**src/rtl/fpc_pkg.sv**
```systemverilog
package fpc_pkg;
  typedef enum logic [2:0] {
    ST_IDLE,
    ST_MUL_INT,
    ST_DIV_INT,
    ST_MUL_FRAC,
    ST_DIV_FRAC,
    ST_DIV_P1,
    ST_DIV_P2,
    ST_DONE
  } fpc_state_e;
endpackage

```
**src/rtl/fpc_mul.sv**
```systemverilog
// Shift-add multiplier: one multiplier bit per clock, B_W clocks per product.
module fpc_mul #(
  parameter int A_W = 64,
  parameter int B_W = 24
) (
  input  logic           clk,
  input  logic           rst_n,
  input  logic           start,
  input  logic [A_W-1:0] a,
  input  logic [B_W-1:0] b,
  output logic           done,
  output logic [A_W-1:0] prod
);
  localparam int CNT_W = $clog2(B_W + 1);

  logic [A_W-1:0]   acc, sh_a;
  logic [B_W-1:0]   sh_b;
  logic [CNT_W-1:0] cnt;
  logic             run;

  always_ff @(posedge clk) begin
    if (!rst_n) begin
      acc  <= '0;
      sh_a <= '0;
      sh_b <= '0;
      cnt  <= '0;
      run  <= 1'b0;
      done <= 1'b0;
    end else if (start) begin
      acc  <= '0;
      sh_a <= a;
      sh_b <= b;
      cnt  <= CNT_W'(B_W);
      run  <= 1'b1;
      done <= 1'b0;
    end else if (run) begin
      if (sh_b[0]) acc <= acc + sh_a;
      sh_a <= sh_a << 1;
      sh_b <= sh_b >> 1;
      cnt  <= cnt - 1'b1;
      if (cnt == CNT_W'(1)) begin
        run  <= 1'b0;
        done <= 1'b1;
      end
    end else begin
      done <= 1'b0;
    end
  end

  assign prod = acc;
endmodule

```
**src/rtl/fpc_div.sv**
```systemverilog
// Restoring shift-subtract divider: one quotient bit per clock, W clocks.
module fpc_div #(
  parameter int W = 64
) (
  input  logic         clk,
  input  logic         rst_n,
  input  logic         start,
  input  logic [W-1:0] dividend,
  input  logic [W-1:0] divisor,
  output logic         done,
  output logic [W-1:0] quot
);
  localparam int CNT_W = $clog2(W + 1);

  logic [W:0]       rem, rem_sh, diff;
  logic [W-1:0]     quo, dvs;
  logic [CNT_W-1:0] cnt;
  logic             run, ge;

  always_comb begin
    rem_sh = {rem[W-1:0], quo[W-1]};
    diff   = rem_sh - {1'b0, dvs};
    ge     = (rem_sh >= {1'b0, dvs});
  end

  always_ff @(posedge clk) begin
    if (!rst_n) begin
      rem  <= '0;
      quo  <= '0;
      dvs  <= '0;
      cnt  <= '0;
      run  <= 1'b0;
      done <= 1'b0;
    end else if (start) begin
      rem  <= '0;
      quo  <= dividend;
      dvs  <= divisor;
      cnt  <= CNT_W'(W);
      run  <= 1'b1;
      done <= 1'b0;
    end else if (run) begin
      rem <= ge ? diff : rem_sh;
      quo <= {quo[W-2:0], ge};
      cnt <= cnt - 1'b1;
      if (cnt == CNT_W'(1)) begin
        run  <= 1'b0;
        done <= 1'b1;
      end
    end else begin
      done <= 1'b0;
    end
  end

  assign quot = quo;
endmodule

```
**src/rtl/fpll_freq_calc.sv**
```systemverilog
module fpll_freq_calc #(
  parameter int REF_W  = 32,
  parameter int FB_W   = 12,
  parameter int RD_W   = 6,
  parameter int PD_W   = 3,
  parameter int FRAC_W = 24,
  parameter int ACC_W  = 64
) (
  input  logic              clk,
  input  logic              rst_n,
  input  logic              in_valid,
  output logic              in_ready,
  input  logic [REF_W-1:0]  ref_hz,
  input  logic [FB_W-1:0]   fb_div,
  input  logic [RD_W-1:0]   ref_div,
  input  logic [PD_W-1:0]   post_div1,
  input  logic [PD_W-1:0]   post_div2,
  input  logic [FRAC_W-1:0] frac,
  input  logic              int_mode,
  input  logic              plus_one_fmt,
  input  logic              bypass,
  output logic              out_valid,
  output logic [REF_W-1:0]  out_hz,
  output logic              out_err
);
  import fpc_pkg::*;

  localparam int MB_W = (FRAC_W > FB_W + 1) ? FRAC_W : FB_W + 1;

  fpc_state_e        state;
  logic              kick;
  logic [REF_W-1:0]  r_ref;
  logic [FB_W-1:0]   r_fb;
  logic [RD_W-1:0]   r_rd;
  logic [PD_W-1:0]   r_p1, r_p2;
  logic [FRAC_W-1:0] r_frac;
  logic              r_int, r_p1f;
  logic [ACC_W-1:0]  sum;

  logic [FB_W:0]     fb_eff;
  logic [RD_W:0]     rd_eff;
  logic [PD_W:0]     p1_eff, p2_eff;
  logic              use_frac, in_zero;

  logic              mul_start, mul_done, div_start, div_done;
  logic [MB_W-1:0]   mul_b;
  logic [ACC_W-1:0]  mul_prod, div_a, div_b, div_q;

  // effective divider values for the captured request
  always_comb begin
    fb_eff   = r_p1f ? ({1'b0, r_fb} + 1'b1) : {1'b0, r_fb};
    rd_eff   = r_p1f ? ({1'b0, r_rd} + 1'b1) : {1'b0, r_rd};
    p1_eff   = r_p1f ? ({1'b0, r_p1} + 1'b1) : {1'b0, r_p1};
    p2_eff   = {1'b0, r_p2};
    use_frac = !r_p1f && !r_int;
    in_zero  = !plus_one_fmt &&
               ((ref_div == '0) || (post_div1 == '0) || (post_div2 == '0));
  end

  // operand steering for the shared arithmetic units
  always_comb begin
    mul_b = (state == ST_MUL_FRAC) ? MB_W'(r_frac) : MB_W'(fb_eff);
    div_a = sum;
    div_b = ACC_W'(rd_eff);
    case (state)
      ST_DIV_INT, ST_DIV_FRAC: div_a = mul_prod;
      ST_DIV_P1:               div_b = ACC_W'(p1_eff);
      ST_DIV_P2:               div_b = ACC_W'(p2_eff);
      default: ;
    endcase
    mul_start = kick && ((state == ST_MUL_INT) || (state == ST_MUL_FRAC));
    div_start = kick && ((state == ST_DIV_INT) || (state == ST_DIV_FRAC) ||
                         (state == ST_DIV_P1)  || (state == ST_DIV_P2));
  end

  fpc_mul #(.A_W(ACC_W), .B_W(MB_W)) u_mul (
    .clk(clk), .rst_n(rst_n), .start(mul_start),
    .a(ACC_W'(r_ref)), .b(mul_b), .done(mul_done), .prod(mul_prod)
  );

  fpc_div #(.W(ACC_W)) u_div (
    .clk(clk), .rst_n(rst_n), .start(div_start),
    .dividend(div_a), .divisor(div_b), .done(div_done), .quot(div_q)
  );

  always_ff @(posedge clk) begin
    if (!rst_n) begin
      state  <= ST_IDLE;
      kick   <= 1'b0;
      r_ref  <= '0;
      r_fb   <= '0;
      r_rd   <= '0;
      r_p1   <= '0;
      r_p2   <= '0;
      r_frac <= '0;
      r_int  <= 1'b0;
      r_p1f  <= 1'b0;
      sum    <= '0;
      out_hz <= '0;
      out_err <= 1'b0;
    end else begin
      kick <= 1'b0;
      case (state)
        ST_IDLE: if (in_valid) begin
          r_ref  <= ref_hz;
          r_fb   <= fb_div;
          r_rd   <= ref_div;
          r_p1   <= post_div1;
          r_p2   <= post_div2;
          r_frac <= frac;
          r_int  <= int_mode;
          r_p1f  <= plus_one_fmt;
          if (bypass) begin
            out_hz  <= ref_hz;
            out_err <= 1'b0;
            state   <= ST_DONE;
          end else if (in_zero) begin
            out_hz  <= '0;
            out_err <= 1'b1;
            state   <= ST_DONE;
          end else begin
            state <= ST_MUL_INT;
            kick  <= 1'b1;
          end
        end
        ST_MUL_INT: if (mul_done) begin
          state <= ST_DIV_INT;
          kick  <= 1'b1;
        end
        ST_DIV_INT: if (div_done) begin
          sum   <= div_q;
          state <= use_frac ? ST_MUL_FRAC : ST_DIV_P1;
          kick  <= 1'b1;
        end
        ST_MUL_FRAC: if (mul_done) begin
          state <= ST_DIV_FRAC;
          kick  <= 1'b1;
        end
        ST_DIV_FRAC: if (div_done) begin
          sum   <= sum + (div_q >> FRAC_W);
          state <= ST_DIV_P1;
          kick  <= 1'b1;
        end
        ST_DIV_P1: if (div_done) begin
          if (r_p1f) begin
            out_hz  <= div_q[REF_W-1:0];
            out_err <= 1'b0;
            state   <= ST_DONE;
          end else begin
            sum   <= div_q;
            state <= ST_DIV_P2;
            kick  <= 1'b1;
          end
        end
        ST_DIV_P2: if (div_done) begin
          out_hz  <= div_q[REF_W-1:0];
          out_err <= 1'b0;
          state   <= ST_DONE;
        end
        default: state <= ST_IDLE;
      endcase
    end
  end

  assign in_ready  = (state == ST_IDLE);
  assign out_valid = (state == ST_DONE);
endmodule

```
**config.mk**
```make
export PLATFORM = sky130hd
export DESIGN_NAME = fpll_freq_calc
export DESIGN_NICKNAME = d
export VERILOG_FILES = /design/src/rtl/fpc_pkg.sv /design/src/rtl/fpc_mul.sv /design/src/rtl/fpc_div.sv /design/src/rtl/fpll_freq_calc.sv
export SDC_FILE = /design/constraint.sdc
export NUM_CORES = 2
export LEC_CHECK = 0
export BUFFER_PORTS_ARGS = -buffer_cell sky130_fd_sc_hd__buf_2
export CAP_MARGIN = 30
export CELL_PAD_IN_SITES_DETAIL_PLACEMENT = 1
export CELL_PAD_IN_SITES_GLOBAL_PLACEMENT = 1
export CORE_MARGIN = 2
export CORE_UTILIZATION = 51
export CTS_BUF_LIST = sky130_fd_sc_hd__clkbuf_4 sky130_fd_sc_hd__clkbuf_8
export DETAILED_ROUTE_END_ITERATION = 16
export MAX_ROUTING_LAYER = met4
export PLACE_DENSITY_LB_ADDON = 0.1
export SYNTH_ARGS = -nofsm -noshare
export SYNTH_HDL_FRONTEND = slang
export SYNTH_HIERARCHICAL = 1
export SYNTH_SLANG_ARGS = --single-unit
```
**constraint.sdc**
```tcl
create_clock -name clk -period 4.6 [get_ports clk]
set_input_delay 0.46 -clock clk [delete_from_list [all_inputs] [get_ports clk]]
set_output_delay 0.46 -clock clk [all_outputs]
set_load 0.01 [all_outputs]
```
==> flow_summary.toml <==
[place]
portBuffers = 120
place_hpwl_um = 85100
gp_congestion = 0.929
placed_cells = 5324

[timing]
fin_skew_ns = 0.0515
tightest_slew_ns = 1.08
setup_violations = 0
relSlewSlack_pct = 27.4
min_period_ns = 3.92
final-hold-violation-count = 0
slew_viol_final = 0
fin_setup_tns_ns = 0
fmax_mhz = 255
grt_setup_unrepaired = "false"
period_share_pct = 85.3

[synth]
seq_area_frac_synth_pct = 31.3
synthArstFlopShare_pct = 0
synth_edf_count = 0
synth-warning-count = 6
post_synth_inst_count = 4502
ys_seq_elements = 543
netlist_area_sq_mm = 0.0348
synth.distinct_cells = 103
avgSynthCellArea_sq_um = 7.72
ys.flop_type = "dfxtp_1"

[clock_network]
htree_levels = 3
cts_setup_buffers = 0
cts_tree = "built"
clk_pin_slew_ns = 0.07
clk_path_buf_depth = 3
cts.sinks = 543
ctsResizeCount = 0
clock_latency_ns = 0.75
cts_root_buf = "clkbuf_8"
hold_buffers = 80
cts_buffers = 98

[die]
dieWidth_um = 265
initial_core_util_pct = 51.7
num_io_pins = 121
die_h_um = 265
row_count = 95
core_area_sq_mm = 0.0673
design.die.area_sq_mm = 0.0702

[setup_path]
path_delay_family = "compound AO/OA/AOI/OAI gates"
crit_slowest_cell = "a2111oi_2"
crit_type = "reg -> reg"
cp-end-kind = "flop"
worst-path-buf-inv = 0
cp.required_ns = 5.20
crit_chain = "ha_1 -> fa_1 -> a21oi_1 -> o31ai_1 -> o21a_2 -> o21ai_1 -> or3_1 -> a2111oi_2 -> o311a_1 -> o21ai_1 -> mux2i_1 -> nand2_1"
worstPathMaxFanout = 5
crit_top_cell = "o21ai_1"
crit_arrival_ns = 4.52
cpPeakStageDelay_ns = 0.77
worstSetupStartpointType = "flop"

[power_and_ir_drop]
power_density_mw_per_mm2 = 481
p_leak_nw = 15.5
peakVddDrop_mv = 1.34

[detailed_routing]
viasPerCell = 6.10
drt_iter0_drc = 2840
drtPass1Iterations = 6
drc = 0
drt.antenna.violating_nets = 0
routed_wl_um = 124000
vias = 34100
wl_per_cell_um = 22.3

[global_routing]
grt_pass1_vias = 34500
grt_pass1_wl_um = 195000
antenna_found_initial = 10
overflow = 0
grt_max_degree = 104
grt_usage_pct = 35.5

[cells_and_area]
nets = 4894
drive_above_1_share_pct = 10.1
synthToLayoutAreaGrowth_pct = 12.1
final_common_cell = "nand2_1"
layout_common_cells = "nand2_1, dfxtp_1, a21oi_1, o21ai_0, nor2_1"
fin_cells = 5588

[run_status]
status = "complete, no violations"

[flow_run]
cap_violations = 0

[min_path]
hold_class = "in -> reg"
flip-flops by register name, summed over array words and instances (netlist names), 3 cells and up:
name	cells
r_frac	24
u_mul/prod	64
u_div/dvs	64
u_mul/sh_b	24
u_mul/cnt	5
r_rd	6
state	3
out_hz	32
r_p1	3
r_p2	3
u_div/rem	64
u_div/quot	64
sum	64
r_ref	32
u_div/cnt	7
r_fb	12
u_mul/sh_a	64
metrics by stage:
step | hold slack [ns] | instance area (sq um) | utilization, % | worst slack [ns] | power [W]
detailed placement | 0.446 | 36000 | 53.5 | 0.933 | 0.0134
finish | 0.0473 | 39000 | 57.9 | 0.676 | 0.0187
CTS | 0.0144 | 38900 | 57.9 | 0.870 | 0.0186
global placement | 0.440 | 36000 | 53.5 | 0.997 | 0.0133
global route | 0.0111 | 39000 | 57.9 | 0.580 | 0.0198
floorplan | 0.432 | 35100 | - | 1.52 | 0.0113
cells by family after synthesis:
kind of cell | after synthesis | synth area share (%)
adders and majority gates | 177 | 6.44
muxes | 308 | 9.10
xor gates and xnor gates | 165 | 4.16
DFF | 543 | 31.3
buffers and inverters | 440 | 5.27
AOI/OAI and AO/OA | 1272 | 22.3
and+or+nand+nor | 1596 | 21.5
other | 1 | 0.0108
final timing paths:
path                 start        endpoint  slack (ns)  cells past startpoint
min reg2reg      r_ref[30]       r_ref[30]        0.45                      2
max          u_mul/sh_a[0]  u_mul/prod[60]        0.68                     12
min               frac[16]      r_frac[16]        0.05                      3
max reg2reg  u_mul/sh_a[0]  u_mul/prod[60]        0.68                     12
layer usage:
layer	global-route usage (%)	part of all wire [%]	wire [um]
met1	47.0	45	56600
met2	55.8	46	56800
met3	5.10	5.7	7040
met4	12.0	3.2	4000
met5	-	0	0
final cells by class:
cell class                 count  area [sq um]
clock inverter                21           238
sequential                   543         10900
fill                        8383         28300
inverter                     127           479
clock buffer                 154          1930
multi-input combinational   3607         22400
timing repair buffer         254          1890
antenna                        9          22.5
tap                          873          1090
where the power goes:
part	leakage, nW	switching, W	internal (W)
Clock	1.15	0.00227	0.00284
Combinational	9.95	0.00531	0.00286
Sequential	4.39	0.000389	0.00507
synth_stat cells (12+ instances only):
cell type	n	area, sq um
nand2_1	711	2670
clkbuf_1	227	852
nand4_1	70	438
xor2_1	75	657
o221ai_1	12	105
o21bai_1	46	345
buf_1	27	101
mux2i_1	244	2440
a21o_1	74	556
dfxtp_1	543	10900
o21a_1	15	113
and3_1	35	219
nor2b_1	86	538
nand3_1	90	450
mux2_2	64	721
o211ai_1	18	135
o22ai_1	12	75.1
a211oi_1	32	240
a311oi_1	47	412
and2_1	164	1030
xnor2_1	90	788
nor2_1	283	1060
nor4_1	14	87.6
o31ai_1	17	128
a21oi_1	478	2390
nand2b_1	23	144
o21ai_0	355	1780
o21ai_1	19	95.1
inv_1	127	477
buf_2	39	195
ha_1	174	2180
nor3_1	58	290
a31oi_1	31	194
tightest hold or removal path, delay by kind of cell:
family,cells,cell delay (ns)
buf+inv,1,0.10
simple gates,1,0.09
compound gates,1,0.09
No activity file was read; power rests on OpenSTA's default activity.
